==> config.mk <==
export PLATFORM = sky130hd
export DESIGN_NAME = hwy_side_signal_ctrl
export DESIGN_NICKNAME = d
export VERILOG_FILES = /design/src/rtl/tlc_pkg.sv /design/src/rtl/tlc_tick_gen.sv /design/src/rtl/tlc_interval_timer.sv /design/src/rtl/tlc_phase_fsm.sv /design/src/rtl/hwy_side_signal_ctrl.sv
export SDC_FILE = /design/constraint.sdc
export NUM_CORES = 1
export LEC_CHECK = 0
export BUFFER_PORTS_ARGS = -buffer_cell sky130_fd_sc_hd__buf_2
export CORE_MARGIN = 4
export CORE_UTILIZATION = 45
export CTS_BUF_LIST = sky130_fd_sc_hd__clkbuf_4 sky130_fd_sc_hd__clkbuf_8
export CTS_CLUSTER_DIAMETER = 100
export DETAILED_ROUTE_END_ITERATION = 12
export HOLD_SLACK_MARGIN = 0.05
export SLEW_MARGIN = 20
export SYNTH_ARGS = -nofsm -noshare
export SYNTH_HDL_FRONTEND = slang
export SYNTH_SLANG_ARGS = --single-unit
==> constraint.sdc <==
create_clock -name clk -period 2.7 [get_ports clk]
set_input_delay 0.405 -clock clk [delete_from_list [all_inputs] [get_ports clk]]
set_output_delay 0.405 -clock clk [all_outputs]
set_load 0.02 [all_outputs]
==> src/rtl/tlc_pkg.sv <==
package tlc_pkg;
   typedef enum logic [2:0] {
      PH_HWY_GO        = 3'd0,
      PH_HWY_WARN      = 3'd1,
      PH_CLEAR_TO_SIDE = 3'd2,
      PH_SIDE_GO       = 3'd3,
      PH_SIDE_WARN     = 3'd4,
      PH_CLEAR_TO_HWY  = 3'd5
   } phase_e;

   typedef struct packed {
      logic red;
      logic yel;
      logic grn;
   } lamp_s;

   localparam int TMR_LONG  = 0;
   localparam int TMR_MID   = 1;
   localparam int TMR_SHORT = 2;
   localparam int NUM_TMR   = 3;
endpackage

==> src/rtl/tlc_tick_gen.sv <==
module tlc_tick_gen #(
   parameter int TICK_DIV = 50_000_000
) (
   input  logic clk,
   input  logic rst_n,
   output logic tick_o
);
   generate
      if (TICK_DIV == 1) begin : g_every_clk
         logic tick_q;
         always_ff @(posedge clk or negedge rst_n) begin
            if (!rst_n) tick_q <= 1'b0;
            else        tick_q <= 1'b1;
         end
         assign tick_o = tick_q;
      end else begin : g_divider
         localparam int CW = $clog2(TICK_DIV);
         logic [CW-1:0] cnt_q;
         assign tick_o = (cnt_q == CW'(TICK_DIV - 1));
         always_ff @(posedge clk or negedge rst_n) begin
            if (!rst_n)      cnt_q <= '0;
            else if (tick_o) cnt_q <= '0;
            else             cnt_q <= cnt_q + 1'b1;
         end
      end
   endgenerate
endmodule

==> src/rtl/tlc_interval_timer.sv <==
module tlc_interval_timer #(
   parameter int PERIOD = 10
) (
   input  logic clk,
   input  logic rst_n,
   input  logic tick_i,
   input  logic trig_i,
   output logic done_o
);
   localparam int CW = $clog2(PERIOD + 1);

   logic [CW-1:0] cnt_q;
   logic          done_q;

   always_ff @(posedge clk or negedge rst_n) begin
      if (!rst_n) begin
         cnt_q  <= '0;
         done_q <= 1'b0;
      end else if (trig_i) begin
         cnt_q  <= '0;
         done_q <= 1'b0;
      end else if (tick_i && !done_q) begin
         cnt_q <= cnt_q + 1'b1;
         if (cnt_q == CW'(PERIOD - 1)) done_q <= 1'b1;
      end
   end

   assign done_o = done_q;
endmodule

==> src/rtl/tlc_phase_fsm.sv <==
module tlc_phase_fsm
   import tlc_pkg::*;
(
   input  logic               clk,
   input  logic               rst_n,
   input  logic               tick_i,
   input  logic               side_car_i,
   input  logic               ped_req_i,
   input  logic [NUM_TMR-1:0] done_i,
   output logic [NUM_TMR-1:0] trig_o,
   output logic               pend_o,
   output lamp_s              hwy_lamp_o,
   output lamp_s              side_lamp_o
);
   phase_e state_q, state_d;
   logic   pend_q, clr_pend;

   always_comb begin
      state_d  = state_q;
      trig_o   = '0;
      clr_pend = 1'b0;
      case (state_q)
         PH_HWY_GO: if (done_i[TMR_LONG] && (side_car_i || pend_q)) begin
            state_d           = PH_HWY_WARN;
            trig_o[TMR_SHORT] = 1'b1;
         end
         PH_HWY_WARN: if (done_i[TMR_SHORT]) begin
            state_d  = PH_CLEAR_TO_SIDE;
            clr_pend = 1'b1;
         end
         PH_CLEAR_TO_SIDE: if (tick_i) begin
            state_d          = PH_SIDE_GO;
            trig_o[TMR_MID]  = 1'b1;
            trig_o[TMR_LONG] = 1'b1;
         end
         PH_SIDE_GO: if (done_i[TMR_LONG] || (done_i[TMR_MID] && !side_car_i)) begin
            state_d           = PH_SIDE_WARN;
            trig_o[TMR_SHORT] = 1'b1;
         end
         PH_SIDE_WARN: if (done_i[TMR_SHORT]) state_d = PH_CLEAR_TO_HWY;
         PH_CLEAR_TO_HWY: if (tick_i) begin
            state_d          = PH_HWY_GO;
            trig_o[TMR_LONG] = 1'b1;
         end
         default: state_d = PH_HWY_GO;
      endcase
   end

   always_ff @(posedge clk or negedge rst_n) begin
      if (!rst_n) begin
         state_q <= PH_HWY_GO;
         pend_q  <= 1'b0;
      end else begin
         state_q <= state_d;
         pend_q  <= (pend_q && !clr_pend) || ped_req_i;
      end
   end

   assign pend_o = pend_q;

   always_comb begin
      hwy_lamp_o  = '{red: 1'b1, yel: 1'b0, grn: 1'b0};
      side_lamp_o = '{red: 1'b1, yel: 1'b0, grn: 1'b0};
      case (state_q)
         PH_HWY_GO:    hwy_lamp_o  = '{red: 1'b0, yel: 1'b0, grn: 1'b1};
         PH_HWY_WARN:  hwy_lamp_o  = '{red: 1'b0, yel: 1'b1, grn: 1'b0};
         PH_SIDE_GO:   side_lamp_o = '{red: 1'b0, yel: 1'b0, grn: 1'b1};
         PH_SIDE_WARN: side_lamp_o = '{red: 1'b0, yel: 1'b1, grn: 1'b0};
         default: ;
      endcase
   end
endmodule

==> src/rtl/hwy_side_signal_ctrl.sv <==
module hwy_side_signal_ctrl
   import tlc_pkg::*;
#(
   parameter int TICK_DIV = 50_000_000,
   parameter int LONG_S   = 60,
   parameter int MID_S    = 30,
   parameter int SHORT_S  = 10
) (
   input  logic clk,
   input  logic rst_n,
   input  logic side_car_i,
   input  logic ped_req_i,
   output logic hwy_red_o,
   output logic hwy_yel_o,
   output logic hwy_grn_o,
   output logic side_red_o,
   output logic side_yel_o,
   output logic side_grn_o
);
   generate
      if (TICK_DIV < 1) begin : g_bad_div
         $fatal(1, "TICK_DIV must be at least 1");
      end
      if (SHORT_S < 1 || MID_S < 1) begin : g_bad_short
         $fatal(1, "interval lengths must be at least 1 tick");
      end
      if (MID_S > LONG_S) begin : g_bad_order
         $fatal(1, "MID_S must not exceed LONG_S");
      end
   endgenerate

   function automatic int period_of(input int idx);
      case (idx)
         TMR_LONG: return LONG_S;
         TMR_MID:  return MID_S;
         default:  return SHORT_S;
      endcase
   endfunction

   logic               tick;
   logic               ped_pend;
   logic [NUM_TMR-1:0] tmr_trig, tmr_done;
   lamp_s              hwy_lamp, side_lamp;

   tlc_tick_gen #(.TICK_DIV(TICK_DIV)) u_tick (
      .clk    (clk),
      .rst_n  (rst_n),
      .tick_o (tick)
   );

   for (genvar gi = 0; gi < NUM_TMR; gi++) begin : g_tmr
      tlc_interval_timer #(.PERIOD(period_of(gi))) u_tmr (
         .clk    (clk),
         .rst_n  (rst_n),
         .tick_i (tick),
         .trig_i (tmr_trig[gi]),
         .done_o (tmr_done[gi])
      );
   end

   tlc_phase_fsm u_fsm (
      .clk         (clk),
      .rst_n       (rst_n),
      .tick_i      (tick),
      .side_car_i  (side_car_i),
      .ped_req_i   (ped_req_i),
      .done_i      (tmr_done),
      .trig_o      (tmr_trig),
      .pend_o      (ped_pend),
      .hwy_lamp_o  (hwy_lamp),
      .side_lamp_o (side_lamp)
   );

   assign hwy_red_o  = hwy_lamp.red;
   assign hwy_yel_o  = hwy_lamp.yel;
   assign hwy_grn_o  = hwy_lamp.grn;
   assign side_red_o = side_lamp.red;
   assign side_yel_o = side_lamp.yel;
   assign side_grn_o = side_lamp.grn;
endmodule

# Yosys cells after proc, flatten, opt, wreduce, memory -nomap -nowiden
# Index checks and enable logic that the tools add are counted.
# word_totals
reg_bits	48
output_inout_bits	6
elab_cells	87
# classes
addsub	4
n_eq_ne	15
muxes	34
n_reduce_logical	25
# op_table
cell	count
adder 26 x 1 -> 26 bit (second input constant)	1
== test 26 bit (second input constant)	1
two-way mux 26 bit	1
two-way mux 3 bit	6
case mux 3 bit (6 select lines)	1
two-way mux 1 bit	15
two-way mux 6 bit	2
case mux 3 bit (2 select lines)	2
nonzero test 2 bit	6
two-way mux 5 bit	2
two-way mux 4 bit	2
inequality test 2 bit (second input constant)	4
adder 6 x 1 -> 6 bit (second input constant)	1
== test 3 x 2 -> 1 bit (second input constant)	2
== test 3 bit (second input constant)	2
== test 6 bit (second input constant)	1
logical AND 1 bit	6
AND reduction 2 bit	3
AND reduction 6 bit	1
adder 5 x 1 -> 5 bit (second input constant)	1
== test 5 bit (second input constant)	1
logical NOT 1 bit	5
adder 4 x 1 -> 4 bit (second input constant)	1
== test 4 bit (second input constant)	1
other kinds (6)	10

# Depth between registers and ports, before layout
# logic_depth
ltp_word	7
ltp_mapped	7
ltp_nobuf	6

# Hierarchy
# From an unflattened synthesis, not the netlist that was laid out.
# unflattened
hier_cells	256
area_unflattened_um2	2586.2
# by_module_without_submodules
mod	instances	cells_per_inst	area_each_um2	seq_area_each_um2
tlc_tick_gen	1	134	1337.5	650.6
tlc_phase_fsm	1	39	359.1	100.1
tlc_interval_timer (g_tmr[0].u_tmr)	1	32	346.6	175.2
tlc_interval_timer (g_tmr[1].u_tmr)	1	28	290.3	150.1
tlc_interval_timer (g_tmr[2].u_tmr)	1	23	252.7	125.1

# Worst setup path before layout
# OpenSTA, ideal clock, no wires.
# synth_path
kind	register to register
startpoint	reg u_tick.g_divider.cnt_q[0]
endpoint	reg g_tmr[2].u_tmr.cnt_q[3]
setup_ps	78
t_arrival_ps	1864
required_time_ps	2622
slack_ps	759
stages_incl_launch_ff	7
path_buffers	0
period_less_slack_ps	1941
cell_sequence	dfrtp_1 ha_1 nand3_1 or2_1 or3_4 or4_1 a21oi_1
# synth_via
elab_chain_cells	3
# synth_rtl
element	line_no	text
start: declaration	tlc_tick_gen.sv:18	logic [CW-1:0] cnt_q;
start signal: assignment	tlc_tick_gen.sv:23	else cnt_q <= cnt_q + 1'b1;
== test 26 bit	tlc_tick_gen.sv:19	assign tick_o = (cnt_q == CW'(TICK_DIV - 1));
logical AND 1 bit	tlc_interval_timer.sv:22	end else if (tick_i && !done_q) begin
nonzero test 2 bit (no source line)	n/a	
end signal: assignment	tlc_interval_timer.sv:23	cnt_q <= cnt_q + 1'b1;
end: declaration	tlc_interval_timer.sv:12	logic [CW-1:0] cnt_q;
# No other way between the ends.
# A chain may end at the register's enable or synchronous reset.

# Worst setup path after layout
# Ends and elaborated chain as after synthesis.

==> key figures <==
Status
  – Status: finished clean

Worst setup path
  – Required time worst endpoint: just under 3000 ps
  – Worst-path maximum fanout: 22
  – Worst reg2reg setup slack: approximately 520 ps
  – Worst setup SP type: flip-flop
  – Buffers & Inverters on Critical Path: 0
  – CP top delay family: simple AND/OR/NAND/NOR gates
  – FF-to-FF Start: u_tick.g_divider.cnt_q[0]
  – Critical Path Max Stage Delay: about 500 ps
  – Path depth of the worst reg2reg path: 6
  – CP endpoint kind: flip-flop
  – Slowest stage cell, crit path: or3_4
  – Critical Path AT: ~2400 ps
  – CP Class: reg2reg
  – Crit-path cells: ha_1 -> nand3_1 -> or2_1 -> or3_4 -> or4_1 -> a21oi_1
  – R2r endpoint: g_tmr[2].u_tmr.cnt_q[3]

STA
  – RSZ-0062 raised after global routing: false
  – PnR worst setup slack: 516.5 ps
  – Slew Viols, Final: 0
  – Final setup TNS: 0 ps
  – Worst hold slack: a little under 200 ps
  – Tmin final: about 2200 ps
  – Final Hold Viols: 0
  – Skew final: 8.940 ps
  – Worst-margin pin slew: between 600 and 700 ps
  – Final setup fails: 0
  – Slew HR: between 50% and 60%
  – Fmax: about 460 MHz
  – Crit share post-route: 80.87%

Power and ir drop
  – Peak supply drop: about 210 µV
  – Cell leakage power: 1.185 nW
  – Pwr Total: ~1.3 mW
  – PD cells: roughly 460 nW/µm²

GRT
  – Grt total ovfl: 0
  – Largest net degree at the start of global routing: 49
  – GRT Total Usage: around 16%
  – Initial antenna violation count: 0
  – First-pass GRT wire length: approximately 8300 µm
  – Vias in the first global route: about 1800

Detailed routing
  – DRT iter0 DRCs: 83
  – DR vias: 1857
  – DR WL/cell: roughly 14 µm
  – Residual DRC count: 0
  – Routed vias/inst: roughly 5.4
  – Final WL: 4636 µm
  – Drt pass-1 iters: 4
  – Post-route ant nets: 0

Die
  – Full die area: just under 7000 µm²
  – Initial Utilization: a little under half
  – Core ar.: between 5000 and 6000 µm²
  – I/O Pins: 10
  – Die Wd: a little over 80 µm
  – Row cnt: 26
  – Chip Height: about 80 µm

Placement
  – Place WS: about 550 ps
  – Buffers on Ports: 9
  – Placed Cells: 335
  – Placed cell areas: 2614 µm²
  – Hpwl dp: ~3100 µm
  – Placer Congestion: 0.7370

Clocking
  – Post_cts resized: 0
  – TritonCTS clock tree: done
  – Cts bufs inserted: 5
  – Root buf cell: clkbuf_8
  – CTS clk-pin slew, worst paths: 90 ps
  – Post-CTS Setup Bufs: 0
  – Insertion delay to the later sink of the worst-skew pair: approximately 300 ps
  – H-tree depth: 2
  – CTS max path bufs: 2
  – CTS Hold Bufs: 0
  – Clock Sinks: 48

Synth
  – Synth top area share: approximately 48%
  – Yosys top cell by area: dfrtp_1
  – Top post-synthesis cells by count: dfrtp_1, nor2_1, nand3_1, o21ai_0
  – Netlist Area Pre-Place: 2487 µm²
  – Yosys warning total: 0
  – Syn_nets: 270
  – Synth Register Bits: 48
  – Synth top area cells: dfrtp_1, nor2_1, nand3_1, xor2_1, o21ai_0
  – Synthesized area per cell: between 9 and 10 µm²
  – Asr flop ratio synth: between 90% and 100%
  – Post-synth EDFFs: 0
  – Distinct cell type count after synthesis: 44
  – Syn Inst Count: 260
  – Ys flop type: dfrtp_1
  – Post-synthesis sequential area ratio: 48.29%
  – Most common cell in the netlist: dfrtp_1

Cells and area
  – Nets: ~280
  – Share of cells above drive strength 1: around 11%
  – Layout Cell Area excl Fill: between 2000 and 3000 µm²
  – Layout Cells excl Fill: between 300 and 400
  – Area growth syn-to-layout: 9.557%
  – N_diodes: 0
  – Core Util, Final: approximately 52%

Min path
  – Hold WC Path Type: in2async

Flow run
  – # Max-Cap Violations: 0
-- metal layers --
metal  track usage, %  wire [µm]  part of all wire, %
met3            3.905        117                  2.5
met4            5.150         51                  1.1
met1            21.64       2386                   51
met2            24.20       2080                   45
met5                0          0                    0
-- cell families (layout without fill, tap and decap cells) --
logic type / after synthesis / after routing / synth area share [%]
AOI/OAI and AO/OA: 53 / 53 / 12.83
xor gates and xnor gates: 20 / 20 / 7.042
adders and majority gates: 6 / 6 / 3.018
buffers and inverters: 18 / 31 / 3.119
DFF: 48 / 48 / 48.29
muxes: 1 / 1 / 0.4024
and+or+nand+nor: 114 / 114 / 25.30
-- where the power goes --
group	switching [mW]	internal, mW
combinational	0.0140	0.00247
clock	0.242	0.274
sequential	0.0000000000000000211	0.718
-- worst register-to-register path, delay by kind of cell (launching register included) --
family | cells | cell delay (ps)
flops | 1 | 390
fa+ha+maj | 1 | 210
simple gates | 4 | 1360
compound gates | 1 | 150
-- final cells by class --
cell class / count / area (µm²)
fill: 489 / 2512
sequential: 48 / 1201
inverter: 9 / 33.78
clock inverter: 3 / 42.54
timing repair buffer: 14 / 82.58
tap: 70 / 87.58
clock buffer: 5 / 68.82
multi-input combinational: 194 / 1209
-- cell usage in the layout (no fill, tap or decap), types with 6 or more instances in the layout --
master	synthesis	routed
a21oi_1	13	13
buf_2	2	9
dfrtp_1	48	48
ha_1	6	6
inv_1	9	9
nand2_1	13	13
nand3_1	21	21
nand4_1	6	6
nor2_1	31	31
nor3_1	6	6
o21ai_0	18	18
o31ai_1	10	10
xnor2_1	8	8
xor2_1	12	12
-- sequential cells by signal, summed over array words and instances, names as in the netlist --
name	flops
u_tick.g_divider.cnt_q	26
g_tmr.u_tmr.done_o	3
g_tmr.u_tmr.cnt_q	15
u_fsm.state_q	3
u_fsm.pend_o	1
-- how the worst max path moves through the flow --
stage                               from                 endpoint  slack, ps  depth (start not counted)
6_report       u_tick.g_divider.cnt_q[0]  g_tmr[2].u_tmr.cnt_q[3]        520                          6
3_3_place_gp   u_tick.g_divider.cnt_q[0]  g_tmr[2].u_tmr.cnt_q[3]        580                          6
2_1_floorplan  u_tick.g_divider.cnt_q[0]  g_tmr[2].u_tmr.cnt_q[3]        760                          6
4_1_cts        u_tick.g_divider.cnt_q[0]  g_tmr[2].u_tmr.cnt_q[3]        520                          6
5_1_grt        u_tick.g_divider.cnt_q[0]  g_tmr[2].u_tmr.cnt_q[3]        360                          6
3_5_place_dp   u_tick.g_divider.cnt_q[0]  g_tmr[2].u_tmr.cnt_q[3]        550                          6
Power figures use the tool's default switching activity.
